--- config.mk ---
export PLATFORM = sky130hd
export DESIGN_NAME = lt_timer_unit
export DESIGN_NICKNAME = d
export VERILOG_FILES = /design/src/rtl/lt_pkg.sv /design/src/rtl/lt_addr_decode.sv /design/src/rtl/lt_timer_core.sv /design/src/rtl/lt_timer_unit.sv
export SDC_FILE = /design/constraint.sdc
export NUM_CORES = 1
export LEC_CHECK = 0
export BUFFER_PORTS_ARGS = -buffer_cell sky130_fd_sc_hd__buf_2
export CORE_MARGIN = 5
export CORE_UTILIZATION = 55
export DETAILED_ROUTE_END_ITERATION = 8
export PLACE_DENSITY_LB_ADDON = 0.1
export SLEW_MARGIN = 40
export SYNTH_ARGS = -nofsm -noshare
export SYNTH_HDL_FRONTEND = slang
export SYNTH_SLANG_ARGS = --single-unit
--- constraint.sdc ---
create_clock -name clk -period 2.75 [get_ports clk]
set_input_delay 0.55 -clock clk [delete_from_list [all_inputs] [get_ports clk]]
set_output_delay 0.55 -clock clk [all_outputs]
set_load 0.01 [all_outputs]
--- src/rtl/lt_pkg.sv ---
package lt_pkg;
  localparam int CNT_W    = 21;
  localparam int VAL_LSB  = 10;
  localparam int FLAG_BIT = 31;
  localparam int MAX_CPU  = 16;

  typedef enum logic [1:0] {
    REG_NONE  = 2'd0,
    REG_LIMIT = 2'd1,
    REG_COUNT = 2'd2,
    REG_LIMNC = 2'd3
  } reg_kind_e;

  function automatic logic [31:0] pack_word(input logic flag, input logic [CNT_W-1:0] val);
    return {flag, val, {VAL_LSB{1'b0}}};
  endfunction
endpackage

--- src/rtl/lt_addr_decode.sv ---
module lt_addr_decode
  import lt_pkg::*;
#(
  parameter int NUM_CPU    = 4,
  parameter int PAGE_SHIFT = 12,
  parameter int ADDR_W     = PAGE_SHIFT + 5
) (
  input  logic [ADDR_W-1:0] addr,
  output logic [NUM_CPU:0]  sel,
  output reg_kind_e         kind
);
  localparam int PAGE_W = ADDR_W - PAGE_SHIFT;

  logic [PAGE_W-1:0]     page;
  logic [PAGE_SHIFT-1:0] offs;

  assign page = addr[ADDR_W-1:PAGE_SHIFT];
  assign offs = addr[PAGE_SHIFT-1:0];

  always_comb begin
    sel = '0;
    for (int i = 0; i < NUM_CPU; i++) begin
      if (page == PAGE_W'(i)) sel[i] = 1'b1;
    end
    if (page == PAGE_W'(MAX_CPU)) sel[NUM_CPU] = 1'b1;
  end

  always_comb begin
    case (offs)
      PAGE_SHIFT'(0): kind = REG_LIMIT;
      PAGE_SHIFT'(4): kind = REG_COUNT;
      PAGE_SHIFT'(8): kind = REG_LIMNC;
      default:        kind = REG_NONE;
    endcase
  end


  always_comb begin
    onehot_sel_chk: assert ($onehot0(sel));
  end
endmodule

--- src/rtl/lt_timer_core.sv ---
module lt_timer_core
  import lt_pkg::*;
#(
  parameter logic [CNT_W-1:0] RST_LIM = '0
) (
  input  logic             clk,
  input  logic             rst,
  input  logic             tick,
  input  logic             wr_lim,
  input  logic             wr_nc,
  input  logic             rd_lim,
  input  logic [CNT_W-1:0] wval,
  output logic [CNT_W-1:0] lim,
  output logic [CNT_W-1:0] cnt,
  output logic             flag
);
  logic [CNT_W-1:0] end_val;
  logic             at_lim;

  assign end_val = (lim == '0) ? {CNT_W{1'b1}} : lim;
  assign at_lim  = (cnt == end_val);

  always_ff @(posedge clk) begin
    if (rst) begin
      lim  <= RST_LIM;
      cnt  <= '0;
      flag <= 1'b0;
    end else if (wr_lim) begin
      lim  <= wval;
      cnt  <= '0;
      flag <= 1'b0;
    end else begin
      if (wr_nc) lim <= wval;
      if (tick) cnt <= at_lim ? CNT_W'(1) : cnt + CNT_W'(1);
      if (tick && at_lim) flag <= 1'b1;
      else if (rd_lim)    flag <= 1'b0;
    end
  end


  wrap_sets_flag_chk: assert property (@(posedge clk) disable iff (rst)
    (tick && at_lim && !wr_lim) |=> (flag && cnt == CNT_W'(1)));

  idle_count_chk: assert property (@(posedge clk) disable iff (rst)
    (!tick && !wr_lim) |=> $stable(cnt));

  limit_write_clears_chk: assert property (@(posedge clk) disable iff (rst)
    wr_lim |=> (cnt == '0 && !flag));

  noclear_keeps_chk: assert property (@(posedge clk) disable iff (rst)
    (wr_nc && !wr_lim && !tick && !rd_lim) |=> ($stable(flag) && $stable(cnt)));

  read_acks_chk: assert property (@(posedge clk) disable iff (rst)
    (rd_lim && !wr_lim && !(tick && at_lim)) |=> !flag);
endmodule

--- src/rtl/lt_timer_unit.sv ---
module lt_timer_unit
  import lt_pkg::*;
#(
  parameter int NUM_CPU    = 4,
  parameter int PAGE_SHIFT = 12,
  parameter int ADDR_W     = PAGE_SHIFT + 5
) (
  input  logic               clk,
  input  logic               rst,
  input  logic               tick,
  input  logic [ADDR_W-1:0]  bus_addr,
  input  logic               bus_wr,
  input  logic               bus_rd,
  input  logic [31:0]        bus_wdata,
  output logic [31:0]        bus_rdata,
  output logic [NUM_CPU-1:0] irq_cpu,
  output logic               irq_sys
);
  localparam int NT = NUM_CPU + 1;
  localparam logic [CNT_W-1:0] CPU_RST_LIM = CNT_W'(10000);

  logic [NT-1:0]    sel;
  reg_kind_e        kind;
  logic [CNT_W-1:0] wval;
  logic [CNT_W-1:0] lim_a  [NT];
  logic [CNT_W-1:0] cnt_a  [NT];
  logic [NT-1:0]    flag_a;
  logic [31:0]      rd_word;
  logic             unused_wbits;

  assign wval         = bus_wdata[FLAG_BIT-1:VAL_LSB];
  assign unused_wbits = ^{bus_wdata[FLAG_BIT], bus_wdata[VAL_LSB-1:0]};

  lt_addr_decode #(
    .NUM_CPU(NUM_CPU), .PAGE_SHIFT(PAGE_SHIFT), .ADDR_W(ADDR_W)
  ) u_dec (
    .addr(bus_addr), .sel(sel), .kind(kind)
  );

  for (genvar i = 0; i < NT; i++) begin : g_tmr
    localparam logic [CNT_W-1:0] RL = (i < NUM_CPU) ? CPU_RST_LIM : '0;
    lt_timer_core #(.RST_LIM(RL)) u_core (
      .clk    (clk),
      .rst    (rst),
      .tick   (tick),
      .wr_lim (bus_wr && sel[i] && kind == REG_LIMIT),
      .wr_nc  (bus_wr && sel[i] && kind == REG_LIMNC),
      .rd_lim (bus_rd && sel[i] && kind == REG_LIMIT),
      .wval   (wval),
      .lim    (lim_a[i]),
      .cnt    (cnt_a[i]),
      .flag   (flag_a[i])
    );
  end

  always_comb begin
    rd_word = '0;
    for (int i = 0; i < NT; i++) begin
      if (sel[i]) begin
        case (kind)
          REG_LIMIT, REG_LIMNC: rd_word = pack_word(flag_a[i], lim_a[i]);
          REG_COUNT:            rd_word = pack_word(flag_a[i], cnt_a[i]);
          default:              rd_word = '0;
        endcase
      end
    end
  end

  always_ff @(posedge clk) begin
    if (rst)         bus_rdata <= '0;
    else if (bus_rd) bus_rdata <= rd_word;
  end

  assign irq_cpu = flag_a[NUM_CPU-1:0];
  assign irq_sys = flag_a[NUM_CPU];


  rdata_hold_chk: assert property (@(posedge clk) disable iff (rst)
    !bus_rd |=> $stable(bus_rdata));

  low_bits_zero_chk: assert property (@(posedge clk) disable iff (rst)
    bus_rdata[VAL_LSB-1:0] == '0);
endmodule

======== After elaboration in Yosys (flattened, before gate mapping) ========
Cells that the tools add are included.
storage, ports and cells
  bits in registers ....................... 247
  input bits .............................. 54
  output and inout bits ................... 37
  logic and storage cells ................. 134
cells by class
  $add $sub $neg .......................... 5
  equal/unequal tests ..................... 14
  mux-type cells .......................... 46
  reductions and logical operators ........ 53
operators with widths
  operator                                               count
  2-to-1 mux 21 bit                                      20
  one-hot mux 32 bit (2 select lines)                    5
  2-to-1 mux 32 bit                                      5
  adder 21 x 1 -> 21 bit (second input constant)         5
  equality test 21 bit                                   5
  logical NOT 21 bit                                     5
  logical AND 1 bit                                      30
  nonzero test 2 bit                                     10
  2-to-1 mux 1 bit                                       15
  equality test 12 x 3 -> 1 bit (second input constant)  1
  equality test 12 x 4 -> 1 bit (second input constant)  1
  logical NOT 12 bit                                     1
  OR reduction 2 bit                                     6
  equality test 5 x 2 -> 1 bit (second input constant)   2
  one-hot mux 2 bit (3 select lines)                     1
  equality test 5 x 1 -> 1 bit (second input constant)   1
  equality test 5 bit (second input constant)            1
  logical NOT 5 bit                                      1
  equality test 2 bit (second input constant)            2
  equality test 2 x 1 -> 1 bit (second input constant)   1

======== Logic depth before layout (Yosys ltp) ========
Gate-level depths: netlist of the first run.
  word-level depth ........................ 10
  depth in mapped cells ................... 11
  mapped depth without buffers ............ 8

======== Modules after synthesis ========
Synthesis of the first run repeated with hierarchy kept, for this count alone.
second synthesis, totals
  cell total of the unflattened synthesis .. 1703
  area, all modules ....................... 14157.3 um2
modules (own cells, without submodules)
  module                                times used  cells an instance  area each (um2)  seq. area each (um2)
  lt_timer_core at g_tmr[0].u_core ...  4           279                2269.7           860.8
  lt_timer_unit                         1           294                2716.4           440.4
  lt_timer_core at g_tmr[4].u_core      1           279                2257.2           860.8
  lt_addr_decode                        1           14                 105.1            0.0

======== Least setup slack after synthesis of the first run ========
No wires, ideal clock.
  kind .................................... input-to-reg
  start point ............................. input bus_addr[9]
  end point ............................... register g_tmr[1].u_core.cnt[10]
  setup time .............................. 0.117 ns
  arrival time ............................ 2.675 ns
  data required time ...................... 2.633 ns
  path slack .............................. -0.042 ns
  stages on the path ...................... 9
  buffers on the path ..................... 2
  cells stage by stage .................... or4_1 > nor4_4 > nand2_1 > nor2_2 > a21oi_1 > a21bo_2 > buf_2 > buf_2 > nor2_1
between the ends
  cells in the longest elaborated chain, start to end .. 5
  elaborated cells between the ends (all ways) .. 7
  classes of those cells .................. 3 x eq/ne; 1 x mux; 3 x reduce/logical
ends and longest elaborated chain
  element                                                RTL line              text
  start: declaration                                     lt_timer_unit.sv:11   input logic [ADDR_W-1:0] bus_addr,
  equality test 12 x 4 -> 1 bit (tied with other cells)  lt_addr_decode.sv:29  case (offs)
  one-hot mux 2 bit (3 select lines) (*)                 lt_addr_decode.sv:29
  equality test 2 x 1 -> 1 bit (*)                       lt_timer_unit.sv:46   .wr_lim (bus_wr && sel[i] && kind == REG_LIMIT),
  logical AND 1 bit (*)                                  lt_timer_unit.sv:46
  OR reduction 2 bit (no line) (*)                       n/a
  end signal: assignment                                 lt_timer_core.sv:34   if (tick) cnt <= at_lim ? CNT_W'(1) : cnt + CNT_W'(1);
  end: declaration                                       lt_timer_core.sv:14   output logic [CNT_W-1:0] cnt,
Mark *: on every way between the ends. The rest lies on a longest branch, timed or not.
A chain may end at the register's enable or synchronous reset.

======== Worst setup path after layout of the first run ========
  start point ............................. register g_tmr[2].u_core.lim[1]
  end point ............................... register g_tmr[2].u_core.cnt[16]
between the ends
  cells in the longest elaborated chain, start to end .. 4
ends and longest elaborated chain
  element                   RTL line             text
  start: declaration        lt_timer_core.sv:13  output logic [CNT_W-1:0] lim,
  start signal: assignment  lt_timer_core.sv:29  lim <= wval;
  start signal: assignment  lt_timer_core.sv:33  if (wr_nc) lim <= wval;
  logical NOT 21 bit        lt_timer_core.sv:20  assign end_val = (lim == '0) ? {CNT_W{1'b1}} : lim;
  2-to-1 mux 21 bit (*)     lt_timer_core.sv:20
  equality test 21 bit (*)  lt_timer_core.sv:21  assign at_lim = (cnt == end_val);
  2-to-1 mux 21 bit (*)     lt_timer_core.sv:34
  end signal: assignment    lt_timer_core.sv:34
  end: declaration          lt_timer_core.sv:14
Marked as above.

==> impl_metrics.json, run 1 <==
{
  "final_max_slew_viol_count": 0,
  "grt_pass1_vias": 12650,
  "power_density_mw_per_mm2": 483.2,
  "dp_hpwl_um": 34980,
  "cts_tree": "yes",
  "synth_seq_cells": 237,
  "layout_common_cells": "nand2_1 (278), dfxtp_1 (237), nor2_1 (202), buf_4 (131), a21oi_1 (109)",
  "cts_root_buf": "clkbuf_16",
  "worstSkewPairLatency_ns": 0.53,
  "die_x_um": 165.2,
  "yosysSeqAreaShare_pct": 35.83,
  "fin_cells": 2175,
  "die_h_um": 165.2,
  "start_util_pct": 56.08,
  "crit_type": "register to register",
  "ctsHtreeMaxLevel": 1,
  "path_clk_slew_ns": 0.06,
  "antenna_found_initial": 0,
  "tns_ns": 0,
  "yosys_warnings": 0,
  "dp_cells": 2127,
  "worstSetupEndpointType": "register",
  "grt_pass1_wl_um": 72930,
  "fin_nets": 1895,
  "finalSetupViolations": 0,
  "post_drt_via_cell_ratio": 6.299,
  "gp_congestion": 1.002,
  "hold_viol_final": 0,
  "syn_area_mm2": 0.01324,
  "cts_hold_buf": 0,
  "grt_usage_pct": 34.29,
  "ys.flop_type": "dfxtp_1",
  "clock_skew_ns": 0.007624,
  "drive_gt1_share_pct": 15.10,
  "wl_um": 47740,
  "dr.pass1.iters": 6,
  "wl_per_cell_um": 21.95,
  "max_slew.worst_pin.slew_ns": 0.8078,
  "cts_max_path_buffers": 3,
  "syn_inst": 1730,
  "drc": 0,
  "fin_crit_ns": 2.706,
  "grt_remaining_overflow": 0,
  "p_leak_nw": 5.882,
  "max_slew_margin_pct": 46.09,
  "crit_family": "simple AND/OR/NAND/NOR gates",
  "synth-async-reset-ratio_pct": 0,
  "cap_violations": 0,
  "worstHoldPathType": "input pin to register",
  "cp.required_ns": 3.17,
  "grt_max_degree": 64,
  "crit_chain": "or4_1 > nor3_2 > and2_2 > a311oi_1 > a2111oi_1 > nand4_1 > buf_4 > o21ai_4 > buf_12 > nor2_1",
  "irDropWorstVdd_mv": 0.4633,
  "post-route-period-util_pct": 98.40,
  "cp_max_fo": 19,
  "fmax_mhz": 369.5,
  "worst_path_largest_cell_delay_ns": 0.53,
  "status": "complete, no violations",
  "critPathArrivalTime_ns": 3.13,
  "startpoint_type": "register",
  "row_count": 56,
  "antenna_left": 0,
  "numClockSinks": 237,
  "synth_edf_count": 0,
  "synth.distinct_cells": 71,
  "synth_area_per_cell_um2": 7.655,
  "whs_ns": 0.3752,
  "numCtsBuffers": 26,
  "via_count": 13700,
  "core-area_mm2": 0.02361,
  "crit_slowest_cell": "or4_1",
  "first_iter_violations": 1798,
  "layout_commonest_cell": "nand2_1",
  "critPathBufInv": 2,
  "area.growth.synth_to_final_pct": 17.64,
  "top_level_ports": 91,
  "portBuffers": 69,
  "die_area_mm2": 0.02728
}
## repair_timing
action	CTS	global route
buffers inserted	0	0
resized for setup	0	11
endpoints found under the setup margin	0	81
## report_power, final
part           switching, mW  internal [mW]  leakage, nW  total [mW]
Clock                   1.46           2.20        0.436        3.66
Sequential            0.0320           3.45         1.91        3.48
Combinational          0.261          0.121         3.53       0.382
Total                   1.75           5.77         5.88        7.53
## flip-flops by register name (all words and copies together), names as in the netlist
| signal | flops |
|---|---|
| g_tmr.u_core.flag | 5 |
| g_tmr.u_core.lim | 105 |
| bus_rdata | 22 |
| g_tmr.u_core.cnt | 105 |
## synth_stat cells, types with 27 or more instances
cell type / instances / area (um2)
inv_1: 42 / 157.7
nor3_1: 27 / 135.1
nand2_1: 279 / 1047
dfxtp_1: 237 / 4745
nor2_1: 203 / 762.0
a221oi_1: 43 / 376.6
xnor2_1: 49 / 429.2
clkbuf_1: 110 / 412.9
xor2_1: 95 / 832.1
o22ai_1: 47 / 294.0
and3_1: 35 / 219.0
nand3_1: 73 / 365.4
a22oi_1: 66 / 495.5
a21oi_1: 109 / 545.5
## path summary, 6_finish.rpt
check	startpoint	endpoint	slack (ns)	cells after the start
setup / recovery	g_tmr[2].u_core.lim[1]	g_tmr[2].u_core.cnt[16]	0.04	10
setup reg to reg	g_tmr[2].u_core.lim[1]	g_tmr[2].u_core.cnt[16]	0.04	10
hold / removal	bus_wdata[17]	g_tmr[1].u_core.lim[7]	0.38	3
hold reg to reg	bus_rdata[21]	bus_rdata[21]	0.48	1
## kinds of logic (layout without fill, tap and decap cells)
| group | after synthesis | in the layout | synth area share, % |
|---|---|---|---|
| simple gates | 749 | 749 | 26.39 |
| fa+ha+maj | 5 | 5 | 0.4724 |
| other cells | 1 | 12 | 0.02832 |
| compound gates | 406 | 406 | 21.43 |
| flops | 237 | 237 | 35.83 |
| xor+xnor | 144 | 144 | 9.524 |
| mux | 2 | 2 | 0.2456 |
| buf+inv | 186 | 301 | 6.085 |
## per-stage QoR
| step | total power [mW] | worst slack [ns] | cell area (um2) | utilization, % |
|---|---|---|---|---|
| after CTS | 7.543 | 0.02576 | 15540 | 65.80 |
| after detailed placement | 3.924 | -0.2739 | 14650 | 62.03 |
| after floorplan | 3.744 | 0.01130 | 13290 | - |
| final | 7.527 | 0.04399 | 15580 | 65.98 |
| after global routing | 7.732 | -0.03877 | 15570 | 65.95 |
| after global placement | 3.921 | -0.2603 | 14650 | 62.03 |
## layer usage
metal  routed length, um  GRT usage [%]  vias up
met4                2407          15.01        0
li1                    -              -     6348
met1               19040          46.06     6430
met5                   0              0        -
met2               21770          55.10      769
met3                4522          4.790      154
## final cells by class
cell class              count  area [um2]
inverters                  42       157.7
well taps                 319       399.1
fillers                  2095        8034
clock buffers              36       759.5
diodes                      2       5.005
repair buffers            213        1604
flip-flops and latches    237        4745
multi-input cells        1316        7779
clock inverters            10       130.1
## worst reg2reg max path, cell delays in order, from the launching register on
cell	delay [ns]
dfxtp_1	0.30
or4_1	0.53
nor3_2	0.16
and2_2	0.27
a311oi_1	0.13
a2111oi_1	0.48
nand4_1	0.16
buf_4	0.18
o21ai_4	0.14
buf_12	0.17
nor2_1	0.07
No activity file was read; power rests on OpenSTA's default activity.
==> run 2: changes to the inputs <==
Settings changed: SETUP_SLACK_MARGIN from default to 0.15.
==> run 2 against run 1 <==
  * Largest cell class unchanged
  * Sequential power hardly changed
  * Via count hardly changed
  * Combinational power grew 4%
  * Critical path depth is the same
  * Routed wire length fell by 2.0%
  * Sequential share of layout area fell by 0.94 points
  * Highest routed layer unchanged
==> impl_metrics.json, run 2 (synthesis results as in run 1) <==
{
  "r2r-start": "g_tmr[3].u_core.lim[13]",
  "grt_max_degree": 114,
  "grt_pass1_wl_um": 70680,
  "clock_skew_ns": 0.02432,
  "cts_max_path_buffers": 3,
  "die_h_um": 165.2,
  "drive_gt1_share_pct": 17.74,
  "dr.pass1.iters": 8,
  "rr_worst_depth": 10,
  "layout_common_cells": "nand2_1 (278), dfxtp_1 (230), nor2_1 (194), buf_4 (134), a21oi_1 (108)",
  "grt_pass1_vias": 12530,
  "fillers": 2058,
  "ctsHtreeMaxLevel": 1,
  "final_max_slew_viol_count": 0,
  "dp_hpwl_um": 33360,
  "pwr-share-clk_pct": 49.6,
  "worstSkewPairLatency_ns": 0.56,
  "max_slew.worst_pin.slew_ns": 0.6999,
  "whs_ns": 0.3533,
  "core-area_mm2": 0.02361,
  "start_util_pct": 56.08,
  "row_count": 56,
  "finalSetupViolations": 0,
  "area.growth.synth_to_final_pct": 21.66,
  "grt_remaining_overflow": 0,
  "worstSetupEndpoint": "g_tmr[3].u_core.cnt[16]",
  "crit_type": "register to register",
  "post_drt_via_cell_ratio": 6.253,
  "fin_nets": 1910,
  "cp_max_fo": 19,
  "irDropWorstVdd_mv": 0.4723,
  "worstSetupEndpointType": "register",
  "place_ws_ns": -0.08393,
  "die_x_um": 165.2,
  "r2r_slack_ns": 0.1,
  "cts_root_buf": "clkbuf_16",
  "power.share.switching_pct": 22.91,
  "reg_top3": "g_tmr.u_core.cnt (105), g_tmr.u_core.lim (105), bus_rdata (22)",
  "layout_commonest_cell": "nand2_1",
  "max_slew_margin_pct": 53.29,
  "fmax_mhz": 376.7,
  "wl_per_cell_um": 21.34,
  "rsz0062_at_grt": "true",
  "hold_viol_final": 0,
  "power.internal_mw": 5.945,
  "pwr-share-comb_pct": 5.2,
  "cts_tree": "yes",
  "seq_power_share_pct": 45.2,
  "antenna_left": 0,
  "worstHoldPathType": "input pin to register",
  "cap_violations": 0,
  "numCtsBuffers": 26,
  "portBuffers": 69,
  "numClockSinks": 237,
  "die_area_mm2": 0.02728,
  "path_clk_slew_ns": 0.06,
  "status": "complete, no violations",
  "setup_ws_ns": 0.09568,
  "tns_ns": 0,
  "top_level_ports": 91,
  "gp_congestion": 0.9633,
  "antenna_found_initial": 1,
  "fin_crit_ns": 2.654,
  "via_count": 13710,
  "startpoint": "g_tmr[3].u_core.lim[13]",
  "critPathArrivalTime_ns": 3.08,
  "power_density_mw_per_mm2": 478.7,
  "post-route-period-util_pct": 96.52,
  "p_leak_nw": 6.038,
  "startpoint_type": "register",
  "cp.required_ns": 3.18,
  "first_iter_violations": 1796,
  "grt_usage_pct": 32.97,
  "reg2reg_to": "g_tmr[3].u_core.cnt[16]",
  "drc": 0,
  "wl_um": 46770,
  "switching_power_mw": 1.767
}
==> run 2: cell types whose count changed in the layout (fill, tap and decap cells not counted), moves of 5 or more <==
cell     delta
nor2_1      -8
nor2_4      +6
dfxtp_2     +6
dfxtp_1     -7
buf_12      +5
==> run 2: worst min-delay path by stage <==
stage | startpoint | cells after the start | endpoint
finish | bus_wdata[30] | 3 | g_tmr[2].u_core.lim[20]
global route | bus_wdata[11] | 3 | g_tmr[2].u_core.lim[1]
CTS | bus_wdata[11] | 3 | g_tmr[2].u_core.lim[1]
detailed placement | bus_rdata[18] | 1 | bus_rdata[18]
global placement | bus_rdata[24] | 1 | bus_rdata[24]
floorplan | g_tmr[2].u_core.lim[3] | 2 | g_tmr[2].u_core.lim[3]
==> run 2: cell type report <==
type / count / area [um2] / share of cell area (%)
clock inverter: 7 / 150.1 / 0.9320
inverter: 42 / 157.7 / 0.9786
tap: 319 / 399.1 / 2.477
multi-input combinational: 1316 / 7999 / 49.65
antenna: 2 / 5.005 / 0.03107
timing repair buffer: 228 / 1847 / 11.46
clock buffer: 41 / 797.0 / 4.947
sequential: 237 / 4756 / 29.52
==> run 2: power groups by stage <==
| stage | clock [mW] | combinational, mW | sequential (mW) |
|---|---|---|---|
| 3_3_place_gp | 0 | 0.358 | 3.56 |
| 2_1_floorplan | 0 | 0.195 | 3.55 |
| 5_1_grt | 4.02 | 0.418 | 3.49 |
| 4_1_cts | 3.86 | 0.364 | 3.49 |
| 3_5_place_dp | 0 | 0.362 | 3.56 |
| 6_report | 3.83 | 0.399 | 3.49 |
==> run 2: critical path, cell delays in order (launching register included) <==
cell and delay [ns]:
dfxtp_2 0.35, or4_4 0.55, nor4_4 0.18, buf_4 0.21, nand2_1 0.11, nor4_1 0.29
o311a_1 0.21, nand4_2 0.18, o21ai_4 0.22, buf_12 0.17, nor2_1 0.05
==> run 2: stage by stage <==
step                      total power, mW  instance area (um2)  utilization (%)  instances
after floorplan                     3.746                13300                -       1739
after global placement              3.919                14720            62.34       2129
after detailed placement            3.924                14720            62.34       2129
after CTS                           7.710                15690            66.46       2178
after global routing                7.922                16110            68.22       2191
final                               7.712                16110            68.23       2192
==> run 2: routing by layer <==
| metal | global-route usage, % | share of wire, % | vias to the layer above |
|---|---|---|---|
| li1 | - | - | 6392 |
| met4 | 14.93 | 5.6 | 0 |
| met5 | 0 | 0 | - |
| met2 | 51.32 | 44 | 631 |
| met1 | 44.80 | 41 | 6553 |
| met3 | 5.634 | 9.2 | 130 |
==> run 2: timing repair <==
action                     in CTS  in global routing
pin swaps                       2                 25
buffers inserted                1                  9
hold buffers                    0                  0
cloned                          0                  3
gates resized for setup         9                 58
setup endpoints to repair      80                103
